$ cat src/rtl/skip_entry_pkg.sv
package skip_entry_pkg;
  typedef enum logic {
    MODE_PWM  = 1'b0,
    MODE_SKIP = 1'b1
  } mode_e;

  // strobes from control to datapath, valid for one clock
  typedef struct packed {
    logic cntInc;      // count one more crossing cycle
    logic cntClr;      // clear the crossing count (wins over cntInc)
    logic pulseStart;  // turn the high-side switch on
    logic pulseStop;   // turn the high-side switch off (wins over start)
  } strobe_t;
endpackage

$ cat src/rtl/skip_datapath.sv
module skip_datapath
  import skip_entry_pkg::*;
#(
  parameter int ZC_RUN = 16
) (
  input  logic    clk,
  input  logic    rstN,
  input  logic    pwmClk,
  input  strobe_t strb,
  output logic    tick,
  output logic    runDone,
  output logic    hsOn
);
  localparam int CNT_W = $clog2(ZC_RUN + 1);
  localparam logic [CNT_W-1:0] LAST = CNT_W'(ZC_RUN - 1);

  logic             pwmClkQ;
  logic [CNT_W-1:0] zcCount;

  assign tick    = pwmClk && !pwmClkQ;
  assign runDone = strb.cntInc && (zcCount == LAST);

  always_ff @(posedge clk or negedge rstN) begin
    if (!rstN) pwmClkQ <= 1'b0;
    else       pwmClkQ <= pwmClk;
  end

  always_ff @(posedge clk or negedge rstN) begin
    if (!rstN)            zcCount <= '0;
    else if (strb.cntClr) zcCount <= '0;
    else if (strb.cntInc) zcCount <= zcCount + 1'b1;
  end

  always_ff @(posedge clk or negedge rstN) begin
    if (!rstN)                hsOn <= 1'b0;
    else if (strb.pulseStop)  hsOn <= 1'b0;
    else if (strb.pulseStart) hsOn <= 1'b1;
  end
endmodule

$ cat src/rtl/skip_control.sv
module skip_control
  import skip_entry_pkg::*;
(
  input  logic    clk,
  input  logic    rstN,
  input  logic    tick,
  input  logic    runDone,
  input  logic    modeAuto,
  input  logic    zeroCross,
  input  logic    curSkipLim,
  input  logic    peakLim,
  input  logic    outHigh,
  input  logic    outAtNom,
  input  logic    outLow,
  input  logic    pwmOff,
  output strobe_t strb,
  output logic    skipMode
);
  mode_e mode;
  logic  burstOn;
  logic  inPwm;
  logic  exitSkip;

  assign inPwm    = (mode == MODE_PWM);
  assign skipMode = (mode == MODE_SKIP);

  always_comb begin
    exitSkip        = !inPwm && (!modeAuto || (tick && outLow));
    strb.cntInc     = tick && inPwm && modeAuto && zeroCross;
    strb.cntClr     = !inPwm || !modeAuto || (tick && !zeroCross) || runDone;
    strb.pulseStart = tick && (inPwm || burstOn || exitSkip);
    strb.pulseStop  = peakLim || (inPwm ? pwmOff : (curSkipLim || outHigh));
  end

  always_ff @(posedge clk or negedge rstN) begin
    if (!rstN)                mode <= MODE_PWM;
    else if (inPwm && runDone) mode <= MODE_SKIP;
    else if (exitSkip)         mode <= MODE_PWM;
  end

  // burst gate: active on entry, paused by over-voltage, resumed at nominal
  always_ff @(posedge clk or negedge rstN) begin
    if (!rstN)         burstOn <= 1'b1;
    else if (inPwm)    burstOn <= 1'b1;
    else if (outHigh)  burstOn <= 1'b0;
    else if (outAtNom) burstOn <= 1'b1;
  end
endmodule

$ cat src/rtl/skip_entry_ctrl.sv
module skip_entry_ctrl
  import skip_entry_pkg::*;
#(
  parameter int ZC_RUN = 16
) (
  input  logic clk,
  input  logic rstN,
  input  logic pwmClk,
  input  logic modeAuto,
  input  logic zeroCross,
  input  logic curSkipLim,
  input  logic peakLim,
  input  logic outHigh,
  input  logic outAtNom,
  input  logic outLow,
  input  logic pwmOff,
  output logic hsOn,
  output logic skipMode
);
  strobe_t strb;
  logic    tick;
  logic    runDone;

  skip_datapath #(.ZC_RUN(ZC_RUN)) u_dp (
    .clk(clk), .rstN(rstN), .pwmClk(pwmClk), .strb(strb),
    .tick(tick), .runDone(runDone), .hsOn(hsOn)
  );

  skip_control u_ctl (
    .clk(clk), .rstN(rstN), .tick(tick), .runDone(runDone),
    .modeAuto(modeAuto), .zeroCross(zeroCross), .curSkipLim(curSkipLim),
    .peakLim(peakLim), .outHigh(outHigh), .outAtNom(outAtNom),
    .outLow(outLow), .pwmOff(pwmOff), .strb(strb), .skipMode(skipMode)
  );
endmodule

$ cat config.mk
export PLATFORM = sky130hd
export DESIGN_NAME = skip_entry_ctrl
export DESIGN_NICKNAME = d
export VERILOG_FILES = /design/src/rtl/skip_entry_pkg.sv /design/src/rtl/skip_datapath.sv /design/src/rtl/skip_control.sv /design/src/rtl/skip_entry_ctrl.sv
export SDC_FILE = /design/constraint.sdc
export NUM_CORES = 1
export LEC_CHECK = 0
export BUFFER_PORTS_ARGS = -buffer_cell sky130_fd_sc_hd__buf_4
export CORE_MARGIN = 2
export CORE_UTILIZATION = 36
export CTS_BUF_LIST = sky130_fd_sc_hd__clkbuf_16
export DETAILED_ROUTE_END_ITERATION = 7
export GPL_TIMING_DRIVEN = 0
export SYNTH_ARGS = -nofsm -noshare
export SYNTH_HDL_FRONTEND = slang
export SYNTH_HIERARCHICAL = 1
export SYNTH_SLANG_ARGS = --single-unit
$ cat constraint.sdc
create_clock -name clk -period 5.44 [get_ports clk]
set_clock_uncertainty 0.15 [all_clocks]
set_input_delay 0.272 -clock clk [delete_from_list [all_inputs] [get_ports clk]]
set_output_delay 0.272 -clock clk [all_outputs]
set_load 0.02 [all_outputs]
# After elaboration in Yosys (flattened, before gate mapping)
# Index checks and enable logic that the tools add are counted.
# W data, S select, Z words.
[classes]
n_addsub = 1
shift = 0
bitwise = 1
eq_ne = 2
reduce_logical = 24
n_div = 0
n_lt_le_gt_ge = 0
multipliers = 0
n_mux = 10
[op_table]
columns = ["cell", "n"]
rows = [
  ["$logic_and A1 B1 Y1", 10],
  ["$mux W5", 2],
  ["$logic_or A1 B1 Y1", 8],
  ["$mux W1", 8],
  ["$reduce_bool A2 Y1", 3],
  ["$add A5 B1 Y5 const B", 1],
  ["$eq A5 B4 Y1 const B", 1],
  ["$logic_not A1 Y1", 3],
  ["$ne A3 B3 Y1 const B", 1],
  ["$not A1 Y1", 1],
]
[totals]
ff_bits = 9
ramBits = 0
inputBits = 11
elab_cells = 43
latch_bits = 0
romBits = 0
output_inout_bits = 2
n_memories = 0

# Logic depth before layout (Yosys ltp)
[logic_depth]
word_depth = 9
ltp_mapped = 8
mapped_depth_nobuf = 8

# Hierarchy
# The synthesis kept the hierarchy.
[modules_own_cells]
columns = ["mod", "seq_area_each_um2", "cells_each", "area_each_um2", "n_inst"]
rows = [
  ["skip_datapath", 175.2, 29, 349.1, 1],
  ["skip_control", 51.3, 15, 141.4, 1],
]

# Worst setup path after synthesis
# No wires, ideal clock.
[synth_path]
path_kind = "register to register"
from = "register u_ctl.mode, in the netlist u_ctl/skipMode"
to = "register u_dp.zcCount[3]"
period_less_slack_ns = 1.965
n_path_buf = 1
t_required_ns = 5.165
path_slack_ns = 3.475
t_arrival_ns = 1.690
path_stages_with_launch = 8
setup_time_ns = 0.125
path_cell_list = "dfrtp_1 > and4b_2 > buf_6 > and2_1 > inv_1 > nand4b_1 > and2b_1 > mux2_4"
[synth_lines]
columns = ["element", "line_no", "text"]
rows = [
  ["start: declaration", "skip_control.sv:19", "mode_e mode;"],
  ["start signal: assignment", "skip_control.sv:36", "if (!rstN) mode <= MODE_PWM;"],
  ["start signal: assignment", "skip_control.sv:37", "else if (inPwm && runDone) mode <= MODE_SKIP;"],
  ["start signal: assignment", "skip_control.sv:38", "else if (exitSkip) mode <= MODE_PWM;"],
  ["end signal: assignment", "skip_datapath.sv:31", "else if (strb.cntInc) zcCount <= zcCount + 1'b1;"],
  ["end: declaration", "skip_datapath.sv:18", "logic [CNT_W-1:0] zcCount;"],
]

==> impl_metrics.json <==
{
  "status": "complete, no violations",
  "critPathArrivalTime_ns": 2.42,
  "core_sq_um": 1280,
  "clock-sinks": 9,
  "hold_viol_final": 0,
  "fillers": 115,
  "routabilityCongestion": 0.676,
  "leakagePower_nw": 0.337,
  "die_y_microns": 40.9,
  "regArea_sq_um": 226,
  "ctsResizeCount": 0,
  "ios": 13,
  "intPower_mw": 0.173,
  "multiInputGateArea_sq_um": 245,
  "synth_edf_count": 0,
  "final_cell_mix": "12 x buf_4, 8 x nor2_1, 8 x dfrtp_1",
  "start_util_pct": 38.2,
  "rsz0062_at_grt": "false",
  "syn_avg_cell_area_sq_um": 11.1,
  "cts_max_path_buffers": 2,
  "clockRootBuffer": "clkbuf_16",
  "crit_type": "primary input to flip-flop",
  "drt_iter0_markers": 5,
  "syn_area_sq_um": 490,
  "grt_start_max_net_pins": 10,
  "pwr-share-seq_pct": 32.6,
  "irDropWorstVdd_mv": 0.254,
  "cap_viol_max_count": 0,
  "worstPathRequired_ns": 5.41,
  "powerDensity_nw_per_um2": 303,
  "final_net_count": 76,
  "place_ws_ns": 3.30,
  "clk_pin_slew_ns": 0.04,
  "clk_latency_ns": 0.23,
  "routed_wirelength_microns": 914,
  "cts_buffers": 3,
  "route.detailed.wl_per_inst_microns": 11.9,
  "slew_viol_final": 0,
  "postCtsSetupRepairBufs": 0,
  "route.met3.wl_microns": 37,
  "antenna_found_initial": 0,
  "htree_levels": 1,
  "slew_headroom_pct": 80.3,
  "grt_overflow_total": 0,
  "finalWorstSetupSlack_ns": 2.99,
  "p_comb_share_pct": 7.3,
  "netlist_instances": 44,
  "die_x_microns": 40.9,
  "dp_hpwl_microns": 670,
  "ys_seq_elements": 9,
  "dieArea_sq_um": 1670,
  "num_vias": 377,
  "ant_nets": 0,
  "drive_gt1_share_pct": 37.1,
  "start_kind": "primary input",
  "area_growth_pct": 42.3,
  "synthArstFlopShare_pct": 100,
  "power_mw": 0.212,
  "drc": 0,
  "met1_length_microns": 455,
  "rows": 13,
  "top_layer": "met4",
  "cts_tree": "done",
  "yosysWarnings": 6,
  "stdcell_count": 77,
  "diodes": 0,
  "synth_fp_nets": 57,
  "holdBufCountCts": 2,
  "fmax_mhz": 407,
  "hold_slack_ns": 0.0732,
  "firstDrtPassIters": 2,
  "hold_path.class": "primary input to flip-flop",
  "grt_pass1_wl_mm": 1.55,
  "layout_commonest_cell": "buf_4",
  "fin_crit_ns": 2.45,
  "synth_ff_type": "dfrtp_1",
  "yosysSeqAreaShare_pct": 46.2,
  "vias_per_cell": 4.90,
  "grt_pass1_vias": 357,
  "final-setup-viol-count": 0,
  "placed_cells_incl_taps": 71,
  "critPathMaxFanout": 8,
  "ys_types": 27,
  "pwr-share-clk_pct": 60.1,
  "switching_share_pct": 18.3,
  "met2_length_microns": 402,
  "switching_power_mw": 0.0387,
  "cp-end-kind": "flip-flop",
  "tightest_slew_ns": 0.294,
  "fin_crit_sh_pct": 45.1,
  "io_buffers": 12,
  "grtUsageTotal_pct": 15.3,
  "setup_tns_ns": 0
}
-- cell usage after synthesis (2+ instances only) --
library cell	count	area [sq um]
and2_1	2	12.5
ha_1	2	25.0
inv_1	2	7.51
dfrtp_1	8	200
nor2_1	8	30.0
-- critical path: stages --
cell and delay (ns):
dlygate4sd3_1 0.52, buf_4 0.10, nor2b_1 0.24, and4b_2 0.27, buf_6 0.14, and2_1 0.13
inv_1 0.05, nand4b_1 0.24, and2b_1 0.22, mux2_4 0.24
-- flip-flops by register name (all words and copies together), names as in the netlist --
signal	cells
u_dp/hsOn	1
u_ctl/skipMode	1
u_dp/zcCount	5
u_dp/pwmClkQ	1
u_ctl/burstOn	1
-- final cells by class --
type / count / share of cell area (%)
Multi-Input combinational cell: 32 / 35.1
Timing Repair Buffer: 14 / 15.8
Buffer: 1 / 1.61
Sequential cell: 9 / 32.4
Clock buffer: 3 / 10.8
Clock inverter: 1 / 0.538
Tap cell: 15 / 2.69
Inverter: 2 / 1.08
-- layer usage --
metal / vias up / global-route usage, %
li1: 193 / -
met1: 177 / 17.4
met2: 5 / 23.0
met3: 2 / 6.52
met4: 0 / 10.0
met5: - / 0
-- power by group through the flow --
stage / clock network [mW] / registers [mW] / logic, mW
after CTS: 0.130 / 0.0691 / 0.0156
final: 0.127 / 0.0691 / 0.0154
after floorplan: 0 / 0.0702 / 0.00507
after global routing: 0.133 / 0.0692 / 0.0171
after detailed placement: 0 / 0.0700 / 0.0144
after global placement: 0 / 0.0699 / 0.0143
-- cell families (layout without fill, tap and decap cells) --
group / after synthesis / in the layout / share of synthesized area [%]
and+or+nand+nor: 21 / 21 / 29.3
DFF: 9 / 9 / 46.2
AOI/OAI and AO/OA: 6 / 6 / 8.67
muxes: 2 / 2 / 5.10
adders and majority gates: 2 / 2 / 5.10
xor gates and xnor gates: 1 / 1 / 1.79
buffers and inverters: 3 / 21 / 3.83
-- final timing paths --
path,startpoint,end,slack [ns],cells after the start
max,pwmClk,u_dp/zcCount[3],2.99,10
min,outHigh,u_ctl/burstOn,0.07,2
max reg2reg,u_dp/pwmClkQ,u_dp/zcCount[3],3.29,8
min reg2reg,u_dp/hsOn,u_dp/hsOn,0.34,2
max in group asynchronous,rstN,u_ctl/burstOn,4.66,2
min in group asynchronous,rstN,u_dp/zcCount[3],0.26,2
-- through the flow --
stage / utilization, % / area, sq um
final: 54.3 / 698
after global routing: 54.3 / 698
after CTS: 54.3 / 698
after detailed placement: 46.6 / 599
after global placement: 46.6 / 599
after floorplan: - / 490
No activity file was read; power rests on OpenSTA's default activity.
